`src/rtl/irq_seq_pkg.sv`:
```
package irq_seq_pkg;

    typedef enum logic [2:0] {
        ST_IDLE,
        ST_PUSH,
        ST_SETI,
        ST_RDHI,
        ST_RDLO,
        ST_GETLO,
        ST_DONE
    } seq_st_t;

    localparam int unsigned PUSH_BYTES = 5;

endpackage

```
`src/rtl/irq_prio_pick.sv`:
```
module irq_prio_pick #(
    parameter int unsigned N_SRC = 7,
    parameter int unsigned IW    = $clog2(N_SRC)
) (
    input  logic [N_SRC-1:0] flag,
    input  logic [N_SRC-1:0] en,
    output logic             any,
    output logic [IW-1:0]    idx
);

    logic [N_SRC-1:0] pend;

    genvar g;
    generate
        for (g = 0; g < N_SRC; g++) begin : g_pend
            assign pend[g] = flag[g] & en[g];
        end
    endgenerate

    // later (higher index) entries overwrite earlier ones: highest wins
    always_comb begin
        idx = '0;
        for (int i = 0; i < N_SRC; i++) begin
            if (pend[i]) idx = IW'(i);
        end
    end

    assign any = |pend;

endmodule

```
`src/rtl/irq_push_mux.sv`:
```
module irq_push_mux #(
    parameter int unsigned DW = 8,
    parameter int unsigned NB = 5,
    parameter int unsigned CW = 3
) (
    input  logic [NB*DW-1:0] img,
    input  logic [CW-1:0]    sel,
    output logic [DW-1:0]    byte_o
);

    logic [DW-1:0] lane [NB];

    genvar g;
    generate
        for (g = 0; g < NB; g++) begin : g_lane
            assign lane[g] = img[g*DW +: DW];
        end
    endgenerate

    always_comb begin
        byte_o = '0;
        for (int i = 0; i < NB; i++) begin
            if (sel == CW'(i)) byte_o = lane[i];
        end
    end

endmodule

```
`src/rtl/irq_entry_seq.sv`:
```
module irq_entry_seq
    import irq_seq_pkg::*;
#(
    parameter int unsigned    N_SRC    = 7,
    parameter int unsigned    AW       = 16,
    parameter int unsigned    DW       = 8,
    parameter int unsigned    I_BIT    = 3,
    parameter logic [15:0]    VEC_BASE = 16'hFFC0
) (
    input  logic             clk,
    input  logic             rst_n,
    input  logic             insn_done,
    input  logic [N_SRC-1:0] src_flag,
    input  logic [N_SRC-1:0] src_en,
    input  logic [DW-1:0]    ccr_i,
    input  logic [AW-1:0]    pc_i,
    input  logic [DW-1:0]    x_i,
    input  logic [DW-1:0]    a_i,
    input  logic [AW-1:0]    sp_i,
    output logic [AW-1:0]    mem_addr,
    output logic             mem_wr,
    output logic             mem_rd,
    output logic [DW-1:0]    mem_wdata,
    input  logic [DW-1:0]    mem_rdata,
    output logic             mask_set,
    output logic             busy,
    output logic             vec_done,
    output logic [2*DW-1:0]  handler,
    output logic [AW-1:0]    sp_o
);

    localparam int unsigned IW    = (N_SRC > 1) ? $clog2(N_SRC) : 1;
    localparam int unsigned NB    = PUSH_BYTES;
    localparam int unsigned CW    = $clog2(NB);
    localparam int unsigned IMG_W = NB * DW;

    typedef struct packed {
        seq_st_t          st;
        logic [CW-1:0]    cnt;
        logic [IW-1:0]    win;
        logic [AW-1:0]    sp;
        logic [IMG_W-1:0] img;
        logic [DW-1:0]    hi;
        logic [DW-1:0]    lo;
    } seq_regs_t;

    seq_regs_t r_q, r_d;

    logic          pick_any;
    logic [IW-1:0] pick_idx;
    logic [DW-1:0] push_byte;
    logic [AW-1:0] vec_addr;

    irq_prio_pick #(
        .N_SRC (N_SRC),
        .IW    (IW)
    ) u_pick (
        .flag (src_flag),
        .en   (src_en),
        .any  (pick_any),
        .idx  (pick_idx)
    );

    irq_push_mux #(
        .DW (DW),
        .NB (NB),
        .CW (CW)
    ) u_mux (
        .img    (r_q.img),
        .sel    (r_q.cnt),
        .byte_o (push_byte)
    );

    assign vec_addr = AW'(VEC_BASE) + (AW'(r_q.win) << 1);

    always_comb begin
        r_d       = r_q;
        mem_addr  = '0;
        mem_wr    = 1'b0;
        mem_rd    = 1'b0;
        mem_wdata = '0;
        mask_set  = 1'b0;
        vec_done  = 1'b0;
        unique case (r_q.st)
            ST_IDLE: begin
                if (insn_done && !ccr_i[I_BIT] && pick_any) begin
                    r_d.st  = ST_PUSH;
                    r_d.cnt = '0;
                    r_d.win = pick_idx;
                    r_d.sp  = sp_i;
                    // lane 0 is pushed first: PC low, PC high, X, A, CCR
                    r_d.img = {ccr_i, a_i, x_i, pc_i[AW-1:DW], pc_i[DW-1:0]};
                end
            end
            ST_PUSH: begin
                mem_wr    = 1'b1;
                mem_addr  = r_q.sp;
                mem_wdata = push_byte;
                r_d.sp    = r_q.sp - 1'b1;
                if (r_q.cnt == CW'(NB - 1)) begin
                    r_d.st = ST_SETI;
                end else begin
                    r_d.cnt = r_q.cnt + 1'b1;
                end
            end
            ST_SETI: begin
                mask_set = 1'b1;
                r_d.st   = ST_RDHI;
            end
            ST_RDHI: begin
                mem_rd   = 1'b1;
                mem_addr = vec_addr;
                r_d.st   = ST_RDLO;
            end
            ST_RDLO: begin
                mem_rd   = 1'b1;
                mem_addr = vec_addr + 1'b1;
                r_d.hi   = mem_rdata;
                r_d.st   = ST_GETLO;
            end
            ST_GETLO: begin
                r_d.lo = mem_rdata;
                r_d.st = ST_DONE;
            end
            ST_DONE: begin
                vec_done = 1'b1;
                r_d.st   = ST_IDLE;
            end
            default: r_d.st = ST_IDLE;
        endcase
    end

    always_ff @(posedge clk or negedge rst_n) begin
        if (!rst_n) begin
            r_q <= '{st: ST_IDLE, default: '0};
        end else begin
            r_q <= r_d;
        end
    end

    assign busy    = (r_q.st != ST_IDLE);
    assign handler = {r_q.hi, r_q.lo};
    assign sp_o    = r_q.sp;

    AST_BUS_EXCL: assert property (@(posedge clk) disable iff (!rst_n)
        !(mem_wr && mem_rd));

    AST_PUSH_DOWN: assert property (@(posedge clk) disable iff (!rst_n)
        (mem_wr && $past(mem_wr)) |-> (mem_addr == AW'($past(mem_addr) - 1'b1)));

    AST_MASK_THEN_READ: assert property (@(posedge clk) disable iff (!rst_n)
        mask_set |=> (mem_rd && !mask_set));

    AST_MASK_AFTER_PUSH: assert property (@(posedge clk) disable iff (!rst_n)
        mask_set |-> ($past(mem_wr) && !mem_wr));

    AST_VEC_PAIR: assert property (@(posedge clk) disable iff (!rst_n)
        (mem_rd && $past(mem_rd)) |-> (mem_addr == AW'($past(mem_addr) + 1'b1)));

    AST_START_GATE: assert property (@(posedge clk) disable iff (!rst_n)
        $rose(busy) |-> ($past(insn_done) && !$past(ccr_i[I_BIT])));

    AST_DONE_PULSE: assert property (@(posedge clk) disable iff (!rst_n)
        vec_done |=> (!vec_done && !busy));

endmodule

```
`config.mk`:
```
export PLATFORM = sky130hd
export DESIGN_NAME = irq_entry_seq
export DESIGN_NICKNAME = d
export VERILOG_FILES = /design/src/rtl/irq_seq_pkg.sv /design/src/rtl/irq_prio_pick.sv /design/src/rtl/irq_push_mux.sv /design/src/rtl/irq_entry_seq.sv
export SDC_FILE = /design/constraint.sdc
export NUM_CORES = 1
export LEC_CHECK = 0
export BUFFER_PORTS_ARGS = -buffer_cell sky130_fd_sc_hd__buf_2
export CAP_MARGIN = 30
export CORE_ASPECT_RATIO = 1.75
export CORE_MARGIN = 4
export CORE_UTILIZATION = 46
export CTS_CLUSTER_DIAMETER = 60
export DETAILED_ROUTE_END_ITERATION = 10
export GPL_TIMING_DRIVEN = 0
export HOLD_SLACK_MARGIN = 0.08
export PLACE_DENSITY_LB_ADDON = 0.25
export SETUP_SLACK_MARGIN = 0.02
export SLEW_MARGIN = 10
export SYNTH_ARGS = -nofsm -noshare
export SYNTH_HDL_FRONTEND = slang
export SYNTH_SLANG_ARGS = --single-unit
```
`constraint.sdc`:
```
create_clock -name clk -period 2.1 [get_ports clk]
set_input_delay 0.42 -clock clk [delete_from_list [all_inputs] [get_ports clk]]
set_output_delay 0.42 -clock clk [all_outputs]
set_load 0.01 [all_outputs]
```
==> results of run 1 <==
==> power groups by stage <==
stage               registers, uW  logic, uW  clock network (uW)
floorplan                    2740       2600                   0
global placement             2890       3660                   0
detailed placement           2930       3770                   0
CTS                          2920       4420                1630
global route                 3040       5280                1690
finish                       2960       4860                1610
==> registers in the layout, indices dropped and copies added, names as in the netlist <==
signal   count
r_q         49
handler     16
sp_o        16
==> metrics by stage <==
| step | setup TNS (ns) | cells |
|---|---|---|
| after global routing | -7.066 | 777 |
| after detailed placement | -15.87 | 730 |
| after floorplan | 0 | 468 |
| after CTS | -6.049 | 762 |
| after global placement | -16.01 | 729 |
| final | -5.835 | 777 |
==> Yosys cell counts (9+ instances only) <==
master	number
inv_1	9
dfrtp_1	81
mux2_2	16
buf_4	32
a21o_1	19
nor2_1	15
buf_2	14
o21ai_0	14
clkbuf_1	9
a22o_1	11
a22oi_1	13
nand3_1	11
nand2_1	147
==> final timing paths <==
check / to / slack, ns / depth (start not counted)
min: r_q[49]$_DFFE_PN0P_ / 0.27 / 3
max: mem_addr[10] / -0.34 / 8
max in group asynchronous: r_q[79]$_DFFE_PN0P_ / 0.88 / 3
min in group asynchronous: sp_o[5]$_DFFE_PN0P_ / 0.59 / 2
max reg2reg: sp_o[15]$_DFFE_PN0P_ / -0.08 / 8
min reg2reg: r_q[28]$_DFFE_PN0P_ / 0.48 / 2
==> cells in the final DEF, fill, tap and decap left out, types with 2 or more instances in the layout <==
master | synthesis | layout
a211oi_1 | 4 | 4
a21o_1 | 19 | 19
a22o_1 | 11 | 11
a22oi_1 | 13 | 9
a22oi_2 | 0 | 4
a311oi_1 | 4 | 4
a31oi_1 | 2 | 2
and2_1 | 3 | 2
and2_4 | 0 | 2
buf_2 | 14 | 134
buf_4 | 32 | 59
buf_6 | 0 | 22
buf_8 | 0 | 4
clkbuf_16 | 0 | 10
clkbuf_2 | 0 | 4
clkbuf_8 | 0 | 2
dfrtp_1 | 81 | 77
dfrtp_2 | 0 | 4
ha_2 | 0 | 3
ha_4 | 0 | 2
inv_1 | 9 | 6
inv_2 | 0 | 2
mux2_2 | 16 | 16
nand2_1 | 147 | 143
nand2_2 | 0 | 2
nand2_4 | 0 | 2
nand2b_1 | 4 | 3
nand3_1 | 11 | 11
nand4_1 | 2 | 2
nor2_1 | 15 | 14
nor2b_1 | 3 | 2
nor3_1 | 5 | 5
nor3_4 | 0 | 2
nor4_1 | 5 | 4
o211ai_1 | 6 | 6
o21ai_0 | 14 | 7
o21ai_1 | 0 | 7
or3_1 | 3 | 2
or4_4 | 2 | 2
==> kinds of logic after synthesis <==
logic type,synth area share [%]
AND/OR/NAND/NOR,21.91
buffers and inverters,8.910
XOR/XNOR,0.2045
adder cells (fa/ha/maj),1.753
multiplexers,4.207
flip-flops,47.33
AO/OA/AOI/OAI,15.69
==> layout make-up <==
| cell class | count | area [um^2] | share of cell area, % |
|---|---|---|---|
| sequential | 81 | 2032 | 33.38 |
| multi-input combinational | 322 | 2026 | 33.28 |
| timing repair buffer | 177 | 1102 | 18.11 |
| buffer | 52 | 432.9 | 7.112 |
| clock buffer | 12 | 256.5 | 4.214 |
| tap | 120 | 150.1 | 2.467 |
| clock inverter | 4 | 51.30 | 0.8428 |
| inverter | 9 | 36.28 | 0.5961 |
==> worst max-delay path, stage by stage (launching register included) <==
cell and delay, ns:
dfrtp_2 0.41, or3b_4 0.48, inv_4 0.10, buf_6 0.10
buf_8 0.11, buf_8 0.12, buf_6 0.11, a21o_1 0.14
buf_6 0.11
==> layer usage <==
metal	GRT usage, %	wire length [um]	vias to the layer above
met4	10.43	402	0
met1	26.00	4797	2001
met2	42.31	7019	164
met3	4.594	844	34
met5	0	0	-
li1	-	-	1957
==> timing repair <==
item,in CTS,in global routing
pin swaps,9,18
setup endpoints to repair,33,79
endpoints found under the hold margin,34,0
gates cloned,1,4
setup buffers,16,14
gates resized for setup,65,56
hold buffers,1,0
==> flow_summary.ini, run 1 <==
[outcome]
run_status = finished with violations
violations = setup timing

[floorplanning]
initial_utilization_pct = 47.10
rows = 46
die-area_um2 = 10980
dieWidth_um = 80.94
core_um2 = 9094
io_pins = 142
die_y_um = 135.6

[clocking]
clockBufferDepth = 2
clkLatencyLatePin_ns = 0.34
path_clk_slew_ns = 0.06
numCtsBuffers = 9
root_buffer = clkbuf_16
cts_tree = yes
htreeDepth = 3
cts.sinks = 81

[global_routing]
antenna_found_initial = 0
grt.total_usage_pct = 23.48
grt_max_degree = 48
grt_overflow_total = 0
grt_pass1_vias = 4178
grt_pass1_wl_mm = 19.87

[sta]
hold_ws_ns = 0.2653
min_period_ns = 2.436
finalSetupViolCount = 26
rsz0062_at_grt = yes
tightestPinTransition_ns = 0.7910
skew_ns = 0.007621
slew_headroom_pct = 47.26
drv_slew = 0
hold_viol_final = 0
fmaxAchievable_mhz = 410.5
setup_ws_ns = -0.3363
fin_crit_sh_pct = 116.0

[detailed_routing]
via_per_inst = 5.349
drc = 0
via_count = 4156
dr.pass1.iters = 5
drt-total-wl_mm = 13.06
ant_nets = 0
post_drt_wl_per_cell_um = 16.81
drtIter0Drc = 172

[logic_synthesis]
seq_area_frac_synth_pct = 47.33
synth_ff_type = dfrtp_1
synth.cell_area_um2 = 4283
synthCells = 468
synth_edf_count = 0
ys_ff_latch = 81
synthDistinctLibCells = 51
synth_top_area_share_pct = 47.33
synth_area_leaders = dfrtp_1, nand2_1, buf_4, mux2_2, a21o_1
async_flop_share_pct = 100.0
synth_nets = 555
yosysTopAreaCell = dfrtp_1
synth.avg_cell_area_um2 = 9.151
synth_warnings = 0

[critical_path]
criticalPathCategory = flip-flop to primary output
worst-path-max-fanout = 6
r2r-start = r_q[80]$_DFFE_PN0P_
start_kind = flip-flop
end_kind = primary output
crit_arrival_ns = 2.02
crit_required_ns = 1.68
critPathLaunch = r_q[79]$_DFFE_PN0P_

[placement]
port-buffer-count = 141
post-place-ws_ns = -0.4492
hpwl_mm = 8.917
placed_cell_area_um2 = 5170
gp_congestion = 0.9110

[cells_and_area]
design_area_um2 = 6087
fillers = 738
drive_gt1_share_pct = 45.51
n_antenna_cell = 0
area_growth_syn_to_layout_pct = 42.13
fin_nets = 739
post-route-util_pct = 66.94

[power_and_ir_drop]
internal_power_uw = 5821
power.switching_uw = 3606
seqPwrFrac_pct = 31.4
powerDensity_nw_per_um2 = 1549
p_comb_share_pct = 51.6
power_switching_share_pct = 38.25
ir_worst_vdd_uv = 891.1
finalPower_uw = 9427
clkPwrFrac_pct = 17.1
p_leak_uw = 0.003213

[worst_hold_path]
min_from = ccr_i[1]
hp-class = input port to flip-flop

[flow_run]
cap_violations = 0
No activity file was read; power rests on OpenSTA's default activity.
==> run 2: changes to the inputs <==
- CORE_UTILIZATION: 46 -> 55
- clock period: 2.1 -> 3.2 ns (I/O delays scaled with it)
==> flow_summary.ini, run 2 (synthesized netlist as in run 1, its figures left out) <==
[sta]
rsz0062_at_grt = no
skew_ns = 0.006198
finalSetupViolCount = 0
fmaxAchievable_mhz = 331.7
finalSetupTns_ns = 0
tightestPinTransition_ns = 0.6434
drv_slew = 0
slew_headroom_pct = 56.71
min_period_ns = 3.015
hold_viol_final = 0
fin_crit_sh_pct = 94.20

[detailed_routing]
post_drt_wl_per_cell_um = 16.47
via_count = 4021
via_per_inst = 5.647
dr.pass1.iters = 5
drc = 0
drtIter0Drc = 259
ant_nets = 0
drt-total-wl_mm = 11.72

[global_routing]
grt.total_usage_pct = 25.92
grt_max_degree = 53
grt_overflow_total = 0
grt_pass1_wl_mm = 18.80
grt_pass1_vias = 4036
antenna_found_initial = 0

[cells_and_area]
fin_nets = 706
area_growth_syn_to_layout_pct = 26.18
final_cell_mix = buf_2, nand2_1, dfrtp_1
final_common_cell = buf_2
post-route-util_pct = 71.41
drive_gt1_share_pct = 37.02
largest_reg_flops = 49
n_antenna_cell = 0
design_area_um2 = 5404
regMostFlops = r_q

[power_and_ir_drop]
powerDensity_nw_per_um2 = 990.2
p_leak_uw = 0.002939
ir_worst_vdd_uv = 574.7

[placement]
gp_congestion = 0.8704
hpwl_mm = 8.864
placed_cell_area_um2 = 5129
port-buffer-count = 141

[outcome]
run_status = completed

[flow_run]
cap_violations = 0

[clocking]
clkLatencyLatePin_ns = 0.34
cts.sinks = 81
cts_tree = yes
root_buffer = clkbuf_16
holdBufCountCts = 0
path_clk_slew_ns = 0.06
htreeDepth = 3
numCtsBuffers = 9
clockBufferDepth = 2

[floorplanning]
core_um2 = 7567
dieWidth_um = 74.71
die-area_um2 = 9318
io_pins = 142
initial_utilization_pct = 56.60
die_y_um = 124.7
rows = 42

[critical_path]
crit_required_ns = 2.56
end_kind = primary output
crit_arrival_ns = 2.37
start_kind = flip-flop
criticalPathCategory = flip-flop to primary output
worst-path-max-fanout = 10

[worst_hold_path]
hp-class = input port to asynchronous set/reset pin
[run 2: final timing paths]
kind	from	slack [ns]	cells past startpoint	end
setup / recovery	r_q[79]$_DFFE_PN0P_	0.19	7	mem_addr[2]
hold / removal	rst_n	0.23	1	sp_o[6]$_DFFE_PN0P_
setup reg to reg	r_q[79]$_DFFE_PN0P_	0.92	6	sp_o[13]$_DFFE_PN0P_
hold reg to reg	r_q[39]$_DFFE_PN0P_	0.48	2	r_q[39]$_DFFE_PN0P_
max in group asynchronous	rst_n	2.37	2	r_q[51]$_DFFE_PN0P_
min in group clk	r_q[39]$_DFFE_PN0P_	0.48	2	r_q[39]$_DFFE_PN0P_
[run 2: routing by layer]
metal | GRT usage, % | up-vias | wire length [um]
met3 | 5.977 | 37 | 934
met1 | 28.89 | 1900 | 4214
met5 | 0 | - | 0
met2 | 45.41 | 191 | 6177
met4 | 10.90 | 0 | 398
li1 | - | 1893 | -
[run 2: final cells by class]
| cell class | instances | area [um^2] |
|---|---|---|
| Buffer | 54 | 340.3 |
| Clock inverter | 5 | 31.28 |
| Fill cell | 613 | 2163 |
| Multi-Input combinational cell | 322 | 1883 |
| Clock buffer | 11 | 242.7 |
| Timing Repair Buffer | 142 | 735.7 |
| Sequential cell | 81 | 2027 |
| Tap cell | 88 | 110.1 |
| Inverter | 9 | 33.78 |
[run 2: critical path: stages, from the launching register on]
cell	delay, ns
dfrtp_1	0.47
or3b_1	0.41
buf_2	0.17
inv_1	0.14
buf_2	0.25
buf_2	0.26
a22o_1	0.19
buf_2	0.14
[run 2: repair_timing]
action                                  in CTS  in global routing
hold endpoints to repair                     0                  0
endpoints found under the setup margin       0                 17
resized for setup                            0                  2
setup buffers                                0                  0
[run 2: stage by stage]
step | std cells | total power (uW) | hold slack (ns) | setup slack [ns]
after detailed placement | 698 | 4394 | 0.4628 | 0.4617
final | 712 | 5351 | 0.2343 | 0.1855
after global routing | 712 | 5740 | 0.2685 | 0.06154
after global placement | 697 | 4281 | 0.4596 | 0.4946
after CTS | 714 | 5361 | 0.2470 | 0.09424
after floorplan | 468 | 3507 | 0.3444 | 0.8860
[run 2: report_power, final]
part           internal (uW)  leakage, uW  switching [uW]
sequential              1510     0.000988             413
clock                    544     0.000135             411
combinational           1180      0.00182            1290
total                   3230      0.00294            2120
